==> config.mk <==
export PLATFORM = sky130hd
export DESIGN_NAME = extint_cond
export DESIGN_NICKNAME = d
export VERILOG_FILES = /design/src/rtl/extint_pkg.sv /design/src/rtl/extint_sync.sv /design/src/rtl/extint_cell.sv /design/src/rtl/extint_cond.sv
export SDC_FILE = /design/constraint.sdc
export NUM_CORES = 1
export LEC_CHECK = 0
export BUFFER_PORTS_ARGS = -buffer_cell sky130_fd_sc_hd__buf_4
export CORE_MARGIN = 1.5
export CORE_UTILIZATION = 32
export CTS_CLUSTER_DIAMETER = 80
export DETAILED_ROUTE_END_ITERATION = 16
export GPL_TIMING_DRIVEN = 0
export HOLD_SLACK_MARGIN = 0.03
export SYNTH_ARGS = -nofsm -noshare
export SYNTH_HDL_FRONTEND = slang
export SYNTH_HIERARCHICAL = 1
export SYNTH_SLANG_ARGS = --single-unit
==> constraint.sdc <==
create_clock -name clk -period 1.8 [get_ports clk]
set_clock_uncertainty 0.1 [all_clocks]
set_input_delay 0.36 -clock clk [delete_from_list [all_inputs] [get_ports clk]]
set_output_delay 0.36 -clock clk [all_outputs]
set_load 0.05 [all_outputs]
==> src/rtl/extint_pkg.sv <==
package extint_pkg;
  typedef enum logic [3:0] {
    TM_OFF  = 4'd0,
    TM_RISE = 4'd1,
    TM_FALL = 4'd2,
    TM_BOTH = 4'd3,
    TM_HIGH = 4'd5,
    TM_LOW  = 4'd6
  } trig_mode_e;

  localparam int MODE_W   = 4;
  localparam int OFS_MODE = 'h0;
  localparam int OFS_LVL  = 'h4;
  localparam int OFS_PEND = 'h8;
  localparam int OFS_EN   = 'hC;
endpackage

==> src/rtl/extint_sync.sv <==
module extint_sync #(
  parameter int W      = 6,
  parameter int STAGES = 2
) (
  input  logic         clk,
  input  logic         rst,
  input  logic [W-1:0] d,
  output logic [W-1:0] q
);
  logic [W-1:0] chain [STAGES];

  generate
    for (genvar s = 0; s < STAGES; s++) begin : g_stage
      if (s == 0) begin : g_first
        always_ff @(posedge clk) begin
          if (rst) chain[s] <= '0;
          else     chain[s] <= d;
        end
      end else begin : g_next
        always_ff @(posedge clk) begin
          if (rst) chain[s] <= '0;
          else     chain[s] <= chain[s-1];
        end
      end
    end
  endgenerate

  assign q = chain[STAGES-1];
endmodule

==> src/rtl/extint_cell.sv <==
module extint_cell
  import extint_pkg::*;
(
  input  logic              clk,
  input  logic              rst,
  input  logic [MODE_W-1:0] mode,
  input  logic              lvl,
  input  logic              clr,
  input  logic              en,
  output logic              pend,
  output logic              irq
);
  logic prev_q;
  logic pend_q;
  logic irq_q;
  logic rise, fall, event_hit, level_hit;

  assign rise = lvl & ~prev_q;
  assign fall = ~lvl & prev_q;

  always_comb begin
    event_hit = 1'b0;
    level_hit = 1'b0;
    case (mode)
      TM_RISE: event_hit = rise;
      TM_FALL: event_hit = fall;
      TM_BOTH: event_hit = rise | fall;
      TM_HIGH: level_hit = lvl;
      TM_LOW:  level_hit = ~lvl;
      default: ;
    endcase
  end

  always_ff @(posedge clk) begin
    if (rst) begin
      prev_q <= 1'b0;
      pend_q <= 1'b0;
      irq_q  <= 1'b0;
    end else begin
      prev_q <= lvl;
      // a new event wins over a simultaneous clear, so no event is lost
      if (event_hit)  pend_q <= 1'b1;
      else if (clr)   pend_q <= 1'b0;
      irq_q <= en & (level_hit | pend_q);
    end
  end

  assign pend = pend_q;
  assign irq  = irq_q;
endmodule

==> src/rtl/extint_cond.sv <==
module extint_cond
  import extint_pkg::*;
#(
  parameter int N_PINS      = 6,
  parameter int SYNC_STAGES = 2,
  parameter int ADDR_W      = 4,
  parameter int DATA_W      = 32
) (
  input  logic              clk,
  input  logic              rst,
  input  logic [N_PINS-1:0] ext_pin,
  input  logic              reg_wr,
  input  logic              reg_rd,
  input  logic [ADDR_W-1:0] reg_addr,
  input  logic [DATA_W-1:0] reg_wdata,
  output logic [DATA_W-1:0] reg_rdata,
  output logic [N_PINS-1:0] irq_o
);
  localparam int CFG_W = N_PINS * MODE_W;

  logic [CFG_W-1:0]  cfg_q;
  logic [N_PINS-1:0] en_q;
  logic [N_PINS-1:0] pin_s;
  logic [N_PINS-1:0] pend_vec;
  logic [DATA_W-1:0] rdata_q;
  logic              sel_mode, sel_lvl, sel_pend, sel_en;
  logic              unused_wdata;

  assign sel_mode = (reg_addr == ADDR_W'(OFS_MODE));
  assign sel_lvl  = (reg_addr == ADDR_W'(OFS_LVL));
  assign sel_pend = (reg_addr == ADDR_W'(OFS_PEND));
  assign sel_en   = (reg_addr == ADDR_W'(OFS_EN));
  assign unused_wdata = ^reg_wdata[DATA_W-1:CFG_W];

  extint_sync #(.W(N_PINS), .STAGES(SYNC_STAGES)) u_sync (
    .clk (clk),
    .rst (rst),
    .d   (ext_pin),
    .q   (pin_s)
  );

  generate
    for (genvar i = 0; i < N_PINS; i++) begin : g_pin
      extint_cell u_cell (
        .clk  (clk),
        .rst  (rst),
        .mode (cfg_q[i*MODE_W +: MODE_W]),
        .lvl  (pin_s[i]),
        .clr  (reg_wr & sel_pend & ~reg_wdata[i]),
        .en   (en_q[i]),
        .pend (pend_vec[i]),
        .irq  (irq_o[i])
      );
    end
  endgenerate

  always_ff @(posedge clk) begin
    if (rst) begin
      cfg_q <= '0;
      en_q  <= '0;
    end else if (reg_wr) begin
      if (sel_mode) cfg_q <= reg_wdata[CFG_W-1:0];
      if (sel_en)   en_q  <= reg_wdata[N_PINS-1:0];
    end
  end

  always_ff @(posedge clk) begin
    if (rst) begin
      rdata_q <= '0;
    end else if (reg_rd) begin
      rdata_q <= '0;
      if (sel_mode) rdata_q[CFG_W-1:0]  <= cfg_q;
      if (sel_lvl)  rdata_q[N_PINS-1:0] <= pin_s;
      if (sel_pend) rdata_q[N_PINS-1:0] <= pend_vec;
      if (sel_en)   rdata_q[N_PINS-1:0] <= en_q;
    end
  end

  assign reg_rdata = rdata_q;
endmodule

==> flow_summary.yaml <==
floorplan:
  ios: 84
  die_h_microns: 111
  fp.dieW_microns: 111
  coreArea_sq_mm: 0.0114
  die_area_sq_mm: 0.0124
  num_rows: 39
  initial_core_util: 0.328
setup_path:
  arrival_ns: 1.67
  crit_start: "rst"
  reg2reg_depth: 5
  endpoint_kind: "flop"
  crit_fanout: 34
  endpoint: "reg_rdata[19]"
  r2r-end: "g_pin[5].u_cell/pend"
  ff2ff_setup_slack_ns: 0.37
  worstSetupPathType: "in2reg"
  required_ns: 1.90
  worstReg2RegStart: "u_sync/chain[1][5]"
  start_kind: "input port"
placement:
  place_congestion: 0.861
  dp.cells: 666
  portBuffers: 66
  pre_cts_slack_ns: -0.146
  place_hpwl_microns: 6950
timing:
  worst_slack_ns: 0.229
  slew_viol_final: 0
  rsz0062_at_grt: "no"
  worstMarginPinSlew_ns: 0.572
  hold_viol_final: 0
  max_freq_mhz: 637
  maxSlewHeadroom: 0.619
  min_period_ns: 1.57
  finalSetupViolCount: 0
  min_period_over_period: 0.873
clock_network:
  numCtsBuffers: 9
  clk_latency_ns: 0.34
  postCtsResizedCells: 0
  post-cts-setup-buffers: 0
  hold_buffers: 0
  clkSinkCount: 84
  clock_path_buffers: 2
  cts-root-buf: "clkbuf_16"
  cts_tree: "yes"
  htreeDepth: 3
  clk_pin_slew_ns: 0.06
yosys:
  ys.flop_type: "dfxtp_1"
  ys_types: 34
  avgSynthCellArea_sq_um: 8.32
  synth_area_sq_mm: 0.00374
  ys_ff_latch: 84
  synth_area_leaders: "dfxtp_1 45%, nand2_1 7.0%, nor2_1 6.4%"
  yosysSeqAreaShare: 0.449
  async_flop_share: 0
  synthCells: 450
  synth_top_area_frac: 0.449
  yosysTopAreaCell: "dfxtp_1"
  synth_warnings: 6
  synth_common_cells: "84 x dfxtp_1, 70 x nand2_1, 64 x nor2_1, 42 x a21oi_1, 30 x nor2b_1"
  synth-edff-count: 0
  synth_most_common_cell: "dfxtp_1"
detailed_routing:
  wirelength_microns: 9720
  viasPerCell: 4.75
  ant_nets: 0
  drtIter0Drc: 203
  wl_per_cell_microns: 14.2
  route.detailed.drc: 0
  firstDrtPassIters: 4
  vias: 3242
run:
  maxCapViolCount: 0
cells_and_area:
  drive_above_1_share: 0.221
  nNetsFinal: 592
  fin_cells: 682
  syn_to_final_growth_pct: 27.5
  finish.utilization: 0.418
  insertedDiodeCount: 0
global_routing:
  grt_max_degree: 35
  grt_pass1_wl_microns: 16000
  antenna_found_initial: 0
  grtUsageTotal: 0.162
  grt_pass1_vias: 3200
  grt_overflow: 0
run_status:
  status: "finished clean"
pwr:
  power.density_mw_per_mm2: 897
  ir_drop_uv: 492
  static-leakage-power_nw: 1.90
min_path:
  hp-class: "in2reg"
[power breakdown]
| part | internal, W | leakage, nW | switching [W] | total, W |
|---|---|---|---|---|
| combinational | 0.000138 | 1.06 | 0.000210 | 0.000349 |
| clock | 0.00126 | 0.156 | 0.000754 | 0.00201 |
| sequential | 0.00189 | 0.681 | 0.0000294 | 0.00192 |
[cell families after synthesis]
| family | synth area share |
|---|---|
| other | 0.00100 |
| buffers and inverters | 0.0809 |
| and+or+nand+nor | 0.279 |
| muxes | 0.0221 |
| AOI/OAI and AO/OA | 0.128 |
| DFF | 0.449 |
| adders and majority gates | 0.0401 |
[worst min path at each step]
stage / from / to / cells after the start
after global routing: ext_pin[2] / u_sync/chain[0][2] / 2
after global placement: u_sync/chain[0][1] / u_sync/chain[1][1] / 1
after floorplan: u_sync/chain[0][0] / u_sync/chain[1][0] / 1
after CTS: ext_pin[2] / u_sync/chain[0][2] / 2
after detailed placement: u_sync/chain[0][0] / u_sync/chain[1][0] / 1
final: ext_pin[1] / u_sync/chain[0][1] / 2
[critical path, cell delays in order]
cell	delay (ns)
buf_4	0.33
buf_1	0.36
clkbuf_1	0.50
nor2_1	0.11
[placed cells by master (no fill, tap or decap), types with 6 or more instances in the layout]
| cell type | n |
|---|---|
| nor2_1 | 64 |
| dfxtp_1 | 84 |
| a32o_1 | 6 |
| clkbuf_16 | 9 |
| nand4_1 | 6 |
| buf_6 | 6 |
| nor2b_1 | 30 |
| a311oi_1 | 6 |
| o22ai_1 | 6 |
| nand2b_1 | 6 |
| a21oi_1 | 42 |
| conb_1 | 8 |
| nand3_1 | 11 |
| clkbuf_1 | 10 |
| nand2_1 | 70 |
| o2111ai_1 | 6 |
| mux2i_1 | 6 |
| o21ai_0 | 9 |
| buf_4 | 79 |
| inv_1 | 24 |
| nor4bb_1 | 6 |
| nor2b_2 | 8 |
| ha_1 | 12 |
[through the flow]
| stage | total power [W] | area (sq um) | TNS [ns] | hold slack [ns] |
|---|---|---|---|---|
| after floorplan | 0.00216 | 3770 | 0 | 0.315 |
| after global placement | 0.00231 | 4450 | -2.56 | 0.327 |
| after detailed placement | 0.00231 | 4450 | -3.64 | 0.325 |
| after CTS | 0.00432 | 4770 | 0 | 0.121 |
| after global routing | 0.00443 | 4770 | 0 | 0.131 |
| final | 0.00428 | 4770 | 0 | 0.128 |
[routing by layer]
| metal | up-vias | routed length [microns] | GRT usage |
|---|---|---|---|
| met2 | 92 | 4420 | 0.259 |
| met3 | 17 | 529 | 0.0328 |
| met1 | 1488 | 4580 | 0.212 |
| met5 | - | 0 | 0 |
| li1 | 1645 | - | - |
| met4 | 0 | 182 | 0.0675 |
[cell type report]
type	count	area, sq um
Buffer	31	213
Clock buffer	11	243
Clock inverter	5	85.1
Fill cell	1157	6650
Inverter	24	90.1
Multi-Input combinational cell	318	1790
Sequential cell	84	1680
Tap cell	143	179
Timing Repair Buffer	66	495
[registers in the layout, summed over array words and instances, names as in the netlist]
signal,count
u_sync/chain,12
reg_rdata,24
g_pin.u_cell/irq,6
g_pin.u_cell/pend,6
cfg_q,24
en_q,6
g_pin.u_cell/prev_q,6
Power figures use the tool's default switching activity.
